**config.mk**
```make
export PLATFORM = sky130hd
export DESIGN_NAME = conv3x3_cascade
export DESIGN_NICKNAME = d
export VERILOG_FILES = /design/src/rtl/conv3_pkg.sv /design/src/rtl/conv3_window.sv /design/src/rtl/conv3_coef_bank.sv /design/src/rtl/conv3_mac.sv /design/src/rtl/conv3x3_cascade.sv
export SDC_FILE = /design/constraint.sdc
export NUM_CORES = 2
export LEC_CHECK = 0
export BUFFER_PORTS_ARGS = -buffer_cell sky130_fd_sc_hd__buf_2
export CAP_MARGIN = 25
export CORE_UTILIZATION = 25
export CTS_CLUSTER_SIZE = 16
export DETAILED_ROUTE_END_ITERATION = 6
export GPL_TIMING_DRIVEN = 0
export PLACE_DENSITY = 0.39
export SYNTH_ARGS = -nofsm -noshare
export SYNTH_HDL_FRONTEND = slang
export SYNTH_HIERARCHICAL = 1
export SYNTH_SLANG_ARGS = --single-unit
```
**constraint.sdc**
```tcl
create_clock -name clk -period 15.8 [get_ports clk]
set_input_delay 3.16 -clock clk [delete_from_list [all_inputs] [get_ports clk]]
set_output_delay 3.16 -clock clk [all_outputs]
set_load 0.02 [all_outputs]
```
**src/rtl/conv3_pkg.sv**
```systemverilog
package conv3_pkg;
  // Set code that leaves the coefficient bank untouched.
  localparam int KSEL_HOLD = 0;

  // Code that addresses coefficient set index s (0-based, oldest column first).
  function automatic int set_code(input int s);
    return s + 1;
  endfunction

  function automatic int max_int(input int a, input int b);
    return (a > b) ? a : b;
  endfunction
endpackage

```
**src/rtl/conv3_window.sv**
```systemverilog
module conv3_window #(
  parameter int PIX_W = 12,
  parameter int ROWS  = 3,
  parameter int TAPS  = 3,
  localparam int COL_W = ROWS * PIX_W,
  localparam int WIN_W = ROWS * TAPS * PIX_W
) (
  input  logic             clk,
  input  logic             rst_n,
  input  logic [COL_W-1:0] col_in,
  output logic [WIN_W-1:0] win
);
  // tap 0 holds the newest column, tap TAPS-1 the oldest
  logic [PIX_W-1:0] tap_q [ROWS][TAPS];

  always_ff @(posedge clk or negedge rst_n) begin
    if (!rst_n) begin
      for (int r = 0; r < ROWS; r++)
        for (int t = 0; t < TAPS; t++)
          tap_q[r][t] <= '0;
    end else begin
      for (int r = 0; r < ROWS; r++) begin
        tap_q[r][0] <= col_in[r*PIX_W +: PIX_W];
        for (int t = 1; t < TAPS; t++)
          tap_q[r][t] <= tap_q[r][t-1];
      end
    end
  end

  for (genvar r = 0; r < ROWS; r++) begin : g_row
    for (genvar t = 0; t < TAPS; t++) begin : g_tap
      assign win[(r*TAPS+t)*PIX_W +: PIX_W] = tap_q[r][t];
    end
  end
endmodule

```
**src/rtl/conv3_coef_bank.sv**
```systemverilog
module conv3_coef_bank
  import conv3_pkg::*;
#(
  parameter int COEF_W = 10,
  parameter int ROWS   = 3,
  parameter int TAPS   = 3,
  localparam int SEL_W  = $clog2(TAPS + 1),
  localparam int KIN_W  = ROWS * COEF_W,
  localparam int BANK_W = ROWS * TAPS * COEF_W
) (
  input  logic              clk,
  input  logic              rst_n,
  input  logic [SEL_W-1:0]  ksel,
  input  logic [KIN_W-1:0]  kval,
  output logic [BANK_W-1:0] kset
);
  // set index s is written by code s+1; code KSEL_HOLD writes nothing
  logic [COEF_W-1:0] k_q [ROWS][TAPS];

  always_ff @(posedge clk or negedge rst_n) begin
    if (!rst_n) begin
      for (int r = 0; r < ROWS; r++)
        for (int s = 0; s < TAPS; s++)
          k_q[r][s] <= '0;
    end else if (ksel != SEL_W'(KSEL_HOLD)) begin
      for (int s = 0; s < TAPS; s++)
        if (ksel == SEL_W'(set_code(s)))
          for (int r = 0; r < ROWS; r++)
            k_q[r][s] <= kval[r*COEF_W +: COEF_W];
    end
  end

  for (genvar r = 0; r < ROWS; r++) begin : g_row
    for (genvar s = 0; s < TAPS; s++) begin : g_set
      assign kset[(r*TAPS+s)*COEF_W +: COEF_W] = k_q[r][s];
    end
  end
endmodule

```
**src/rtl/conv3_mac.sv**
```systemverilog
module conv3_mac
  import conv3_pkg::*;
#(
  parameter int PIX_W    = 12,
  parameter int COEF_W   = 10,
  parameter int CAS_W    = 16,
  parameter int CAS_FRAC = 4,
  parameter int ROWS     = 3,
  parameter int TAPS     = 3,
  localparam int WIN_W  = ROWS * TAPS * PIX_W,
  localparam int BANK_W = ROWS * TAPS * COEF_W,
  localparam int NPROD  = ROWS * TAPS,
  localparam int PROD_W = PIX_W + COEF_W,
  localparam int ROW_W  = PROD_W + $clog2(TAPS + 1),
  localparam int SUM_W  = ROW_W + $clog2(ROWS + 1),
  localparam int SHIFT  = COEF_W - 1 - CAS_FRAC,
  localparam int ACC_W  = max_int(SUM_W, CAS_W + SHIFT) + 1,
  localparam int HALF   = 1 << (SHIFT - 1)
) (
  input  logic              clk,
  input  logic              rst_n,
  input  logic [WIN_W-1:0]  win,
  input  logic [BANK_W-1:0] kset,
  input  logic [CAS_W-1:0]  cas_in,
  output logic [CAS_W-1:0]  cas_out
);
  logic signed [PROD_W-1:0] prod_d [NPROD];
  logic signed [PROD_W-1:0] prod_q [NPROD];
  logic signed [ROW_W-1:0]  row_d  [ROWS];
  logic signed [ROW_W-1:0]  row_q  [ROWS];
  logic signed [CAS_W-1:0]  cas1_q, cas2_q;
  logic signed [ACC_W-1:0]  acc_d, acc_q, rnd;

  // newest window tap meets the highest coefficient set
  always_comb begin
    for (int r = 0; r < ROWS; r++)
      for (int t = 0; t < TAPS; t++)
        prod_d[r*TAPS+t] =
          PROD_W'($signed(win[(r*TAPS+t)*PIX_W +: PIX_W])) *
          PROD_W'($signed(kset[(r*TAPS+(TAPS-1-t))*COEF_W +: COEF_W]));
  end

  always_comb begin
    for (int r = 0; r < ROWS; r++) begin
      row_d[r] = '0;
      for (int t = 0; t < TAPS; t++)
        row_d[r] = row_d[r] + ROW_W'(prod_q[r*TAPS+t]);
    end
  end

  // cascade word aligned to the product scale
  always_comb begin
    acc_d = ACC_W'(cas2_q) <<< SHIFT;
    for (int r = 0; r < ROWS; r++)
      acc_d = acc_d + ACC_W'(row_q[r]);
  end

  assign rnd = acc_q + ACC_W'(HALF);

  always_ff @(posedge clk or negedge rst_n) begin
    if (!rst_n) begin
      for (int i = 0; i < NPROD; i++) prod_q[i] <= '0;
      for (int r = 0; r < ROWS; r++)  row_q[r]  <= '0;
      cas1_q  <= '0;
      cas2_q  <= '0;
      acc_q   <= '0;
      cas_out <= '0;
    end else begin
      for (int i = 0; i < NPROD; i++) prod_q[i] <= prod_d[i];
      for (int r = 0; r < ROWS; r++)  row_q[r]  <= row_d[r];
      cas1_q  <= cas_in;
      cas2_q  <= cas1_q;
      acc_q   <= acc_d;
      cas_out <= CAS_W'(rnd >>> SHIFT);
    end
  end
endmodule

```
**src/rtl/conv3x3_cascade.sv**
```systemverilog
module conv3x3_cascade
  import conv3_pkg::*;
#(
  parameter int PIX_W    = 12,
  parameter int COEF_W   = 10,
  parameter int CAS_W    = 16,
  parameter int CAS_FRAC = 4,
  parameter int TAPS     = 3,
  localparam int SEL_W = $clog2(TAPS + 1)
) (
  input  logic              clk,
  input  logic              rst_n,
  input  logic [PIX_W-1:0]  pix_a,
  input  logic [PIX_W-1:0]  pix_b,
  input  logic [PIX_W-1:0]  pix_c,
  input  logic [SEL_W-1:0]  ksel,
  input  logic [COEF_W-1:0] kval_a,
  input  logic [COEF_W-1:0] kval_b,
  input  logic [COEF_W-1:0] kval_c,
  input  logic [CAS_W-1:0]  cas_in,
  output logic [CAS_W-1:0]  cas_out
);
  localparam int ROWS   = 3;
  localparam int WIN_W  = ROWS * TAPS * PIX_W;
  localparam int BANK_W = ROWS * TAPS * COEF_W;

  logic [WIN_W-1:0]  win_w;
  logic [BANK_W-1:0] kset_w;

  conv3_window #(.PIX_W(PIX_W), .ROWS(ROWS), .TAPS(TAPS)) u_window (
    .clk    (clk),
    .rst_n  (rst_n),
    .col_in ({pix_c, pix_b, pix_a}),
    .win    (win_w)
  );

  conv3_coef_bank #(.COEF_W(COEF_W), .ROWS(ROWS), .TAPS(TAPS)) u_bank (
    .clk   (clk),
    .rst_n (rst_n),
    .ksel  (ksel),
    .kval  ({kval_c, kval_b, kval_a}),
    .kset  (kset_w)
  );

  conv3_mac #(
    .PIX_W(PIX_W), .COEF_W(COEF_W), .CAS_W(CAS_W),
    .CAS_FRAC(CAS_FRAC), .ROWS(ROWS), .TAPS(TAPS)
  ) u_mac (
    .clk     (clk),
    .rst_n   (rst_n),
    .win     (win_w),
    .kset    (kset_w),
    .cas_in  (cas_in),
    .cas_out (cas_out)
  );
endmodule

```
# After elaboration in Yosys (flattened, before gate mapping)
# Cells that the tools add are included.
# W data, S select, Z words.
[op_classes] n_addsub=10 multipliers=9 eq_ne=3 reduce_logical=4
[ops] op="$add A21 B21 Y21" count=9
[ops] op="$mul A12 B10 Y21" count=9
[ops] op="$add A21 B6 Y21 const B" count=1
[ops] op="$reduce_and A2 Y1" count=3
[ops] op="$eq A2 B2 Y1 const B" count=2
[ops] op="$eq A2 B1 Y1 const B" count=1
[ops] op="$reduce_bool A2 Y1" count=1
[totals] reg_bits=519 inputBits=86 out_inout_bits=16 word_cells=60

# Depth between registers and ports, before layout
[depth] ltp_word=3 mapped_depth=22 mapped_depth_nobuf=21

# Cells and area by module
# The synthesis kept the hierarchy.
[by_module_without_submodules] mod="conv3_mac" instances=1 cells_per_inst=5545 area_each_um2=53364.9 seq_area_each_um2=7932.6
[by_module_without_submodules] mod="conv3_coef_bank" instances=1 cells_per_inst=192 area_each_um2=3334.4 seq_area_each_um2=2252.2
[by_module_without_submodules] mod="conv3_window" instances=1 cells_per_inst=108 area_each_um2=2702.6 seq_area_each_um2=2702.6

# Worst setup path before layout
# OpenSTA, ideal clock, no wires.
[synth_path] path_kind="flip-flop to flip-flop" from="register u_bank.k_q, in the netlist u_bank/kset[21]" to="register u_mac/prod_q[196] (netlist name)" setup_time_ns=0.080 arrival_ns=5.427 required_time_ns=15.720 setup_slack_ns=10.293 stages_incl_launch_ff=22 n_path_buf=1 synth_period_minus_slack_ns=5.507 cell_sequence="dfrtp_1 -> clkbuf_1 -> nand2_1 -> fa_1 -> inv_1 -> fa_1 -> inv_1 -> fa_1 -> inv_1 -> fa_1 -> inv_1 -> fa_1 -> inv_1 -> ha_1 -> or4_1 -> o21ai_1 -> o2111ai_1 -> a31oi_1 -> nor2b_1 -> o21a_1 -> o41ai_1 -> xnor2_1"
[synth_lines] item="start, declared" line="conv3_coef_bank.sv:18" rtl="logic [COEF_W-1:0] k_q [ROWS][TAPS];"
[synth_lines] item="start signal, assigned by index" line="conv3_coef_bank.sv:29" rtl="k_q[r][s] <= kval[r*COEF_W +: COEF_W];"
[synth_lines] item="end, declared" line="conv3_mac.sv:28" rtl="logic signed [PROD_W-1:0] prod_q [NPROD];"

==> impl_metrics.toml <==
[run_status]
status = "finished, final reports clean"

[placed_design]
place_area_um2 = 64020
portBuffers = 101
hpwlAfterDp_mm = 135.8
gp_congestion = 0.8031

[floorplan]
rows = 178
die_area_um2 = 239600
die_x_um = 489.5
start_util_pct = 25.21
io-pin-count = 102
core_um2 = 235600
die_h_um = 489.5

[min_path]
worst_hold_path_type = "register to register"

[global_route]
grt_pass1_wl_mm = 258.2
antenna_found_initial = 18
grt_max_degree = 91
grt_overflow_total = 0
grt_pass1_vias = 42717
grt.total_usage_pct = 14.22

[logic_synthesis]
synth_common_cells = "inv_1, fa_1, nand2_1"
synth_seq_cells = 515
ys_warn_count = 6
ys_seq_area_share_pct = 21.70
yosysTopAreaCell = "fa_1"
synthTopCellsByArea = "fa_1, dfrtp_1, ha_1"
synth_edf_count = 0
synth_top_area_share_pct = 34.51
yosysMostFrequentCell = "inv_1"
yosysUniqueCellTypes = 67
syn_area_per_cell_um2 = 10.16
ys_async_sr_fraction_pct = 100.0
syn-num-nets = 7493
synthCells = 5845
synthesis.area_um2 = 59400
ys.flop_type = "dfrtp_1"

[routing]
avgRoutedWirePerCell_um = 17.59
drt_iter0_markers = 1630
post_drt_via_cell_ratio = 4.168
drt-total-wl_mm = 162.6
antenna_left = 0
num_vias = 38533
drc = 0
drt_pass1_iterations = 7

[timing]
drv_slew = 0
rsz0062_at_grt = "no"
max_freq_ghz = 0.1592
final-setup-viol-count = 0
fin_crit_sh_pct = 39.76
max_slew_margin_pct = 42.65
fin_crit_ns = 6.282
worst_hold_slack_ns = 0.3450
final_hold_viol_count = 0
tightest_slew_ns = 0.8603
clock_skew_ns = 0.04119

[critical_path]
r2r_slack_ns = 9.52
worstSetupPathType = "register to register"
arrival_ns = 6.87
cp-start-kind = "register"
endpoint_kind = "register"
cp.required_ns = 16.39
critPathMaxFanout = 10

[cts]
cts_hold_buf = 0
root_buffer = "clkbuf_16"
cts.sinks = 515
path_clk_slew_ns = 0.07
post_cts_buffers = 0
numCtsBuffers = 74
cts.repair.resized = 0
clk_latency_ns = 0.70
htree_levels = 3
cts_tree = "done"
cts_buffer_depth = 3

[final_layout]
fin_area_um2 = 66620
syn_to_final_growth_pct = 12.14
fin_nets = 7676
fillCellCount = 25099
drive_above_1_share_pct = 5.128
final_util_pct = 28.27

[job]
drv_cap = 0
-- path summary, 6_finish.rpt --
check,depth (start not counted),to,startpoint
max,20,u_mac/prod_q[64],u_window/win[76]
max reg2reg,20,u_mac/prod_q[64],u_window/win[76]
min reg2reg,0,u_mac/cas2_q[15],u_mac/cas1_q[15]
max in group asynchronous,6,u_window/win[53],rst_n
min in group asynchronous,1,u_window/win[72],rst_n
min,0,u_mac/cas2_q[15],u_mac/cas1_q[15]
-- critical path, cell delays in order, from the launching register on --
cell and delay (ns):
dfrtp_1 0.48, clkbuf_1 0.58, nand2_1 0.17, fa_1 0.51, fa_1 0.52, inv_1 0.04, ha_1 0.29, fa_1 0.49
inv_1 0.05, fa_1 0.47, inv_1 0.04, ha_1 0.30, o21a_1 0.15, a211oi_1 0.35, o211ai_1 0.23, nor3_1 0.29
o31ai_1 0.19, o41a_1 0.39, a21o_1 0.22, a21oi_1 0.28, xnor2_1 0.16
-- metrics by stage --
stage / std cells / setup slack (ns) / setup TNS (ns)
CTS: 9234 / 9.528 / 0
detailed placement: 9102 / 9.521 / 0
global placement: 9096 / -0.4601 / -127.76
global route: 9235 / 9.172 / 0
floorplan: 5845 / 10.29 / 0
finish: 9246 / 9.518 / 0
-- layout by cell type, fill, tap and decap left out, drive strengths merged, types with 8 or more instances in the layout --
cell type	count
a211o	8
a211oi	16
a21o	46
a21oi	131
a31oi	20
and2	401
and3	30
buf	116
clkbuf	288
clkinv	11
clkinvlp	9
dfrtp	515
diode	12
fa	1024
ha	538
inv	1284
mux2	90
nand2	642
nand2b	55
nand3	47
nor2	91
nor2b	92
nor3	54
o2111ai	10
o211ai	9
o21a	35
o21ai	83
o21bai	19
o31ai	9
o41ai	8
or3	15
xnor2	251
xor2	58
-- sequential cells by signal, summed over array words and instances, names as in the netlist --
| register | count |
|---|---|
| u_mac/prod_q | 189 |
| u_mac/cas_out | 16 |
| u_window/win | 108 |
| u_mac/row_q | 63 |
| u_bank/kset | 90 |
| u_mac/cas1_q | 16 |
| u_mac/cas2_q | 16 |
| u_mac/acc_q | 17 |
-- routing by layer --
metal	wire [um]	vias up	GRT usage (%)
li1	-	18020	-
met1	76860	19828	19.83
met2	76030	559	23.21
met3	6018	126	1.669
met4	3696	0	3.767
met5	0	-	0
-- cell type report --
type,count,area [um2],area share [%]
multi-input cells,3854,40960,61.48
clock inverters,33,422.9,0.6349
inverters,1278,4797,7.201
plain buffers,198,762.0,1.144
repair buffers,107,680.7,1.022
clock buffers,99,2138,3.210
well taps,3150,3941,5.916
diodes,12,30.03,0.04508
flip-flops and latches,515,12890,19.35
-- logic make-up (layout without fill, tap and decap cells) --
logic type | count (synthesis) | after routing | synth area share (%)
flip-flops | 515 | 515 | 21.70
buffers and inverters | 1476 | 1715 | 9.358
XOR/XNOR | 309 | 309 | 4.556
AND/OR/NAND/NOR | 1456 | 1456 | 12.07
multiplexers | 91 | 91 | 1.723
AO/OA/AOI/OAI | 436 | 436 | 4.754
adder cells (fa/ha/maj) | 1562 | 1562 | 45.84
other | 0 | 12 | 0
Power is not shown: default switching activity piles up to over one toggle a cycle in this logic, so the estimate is an artifact.
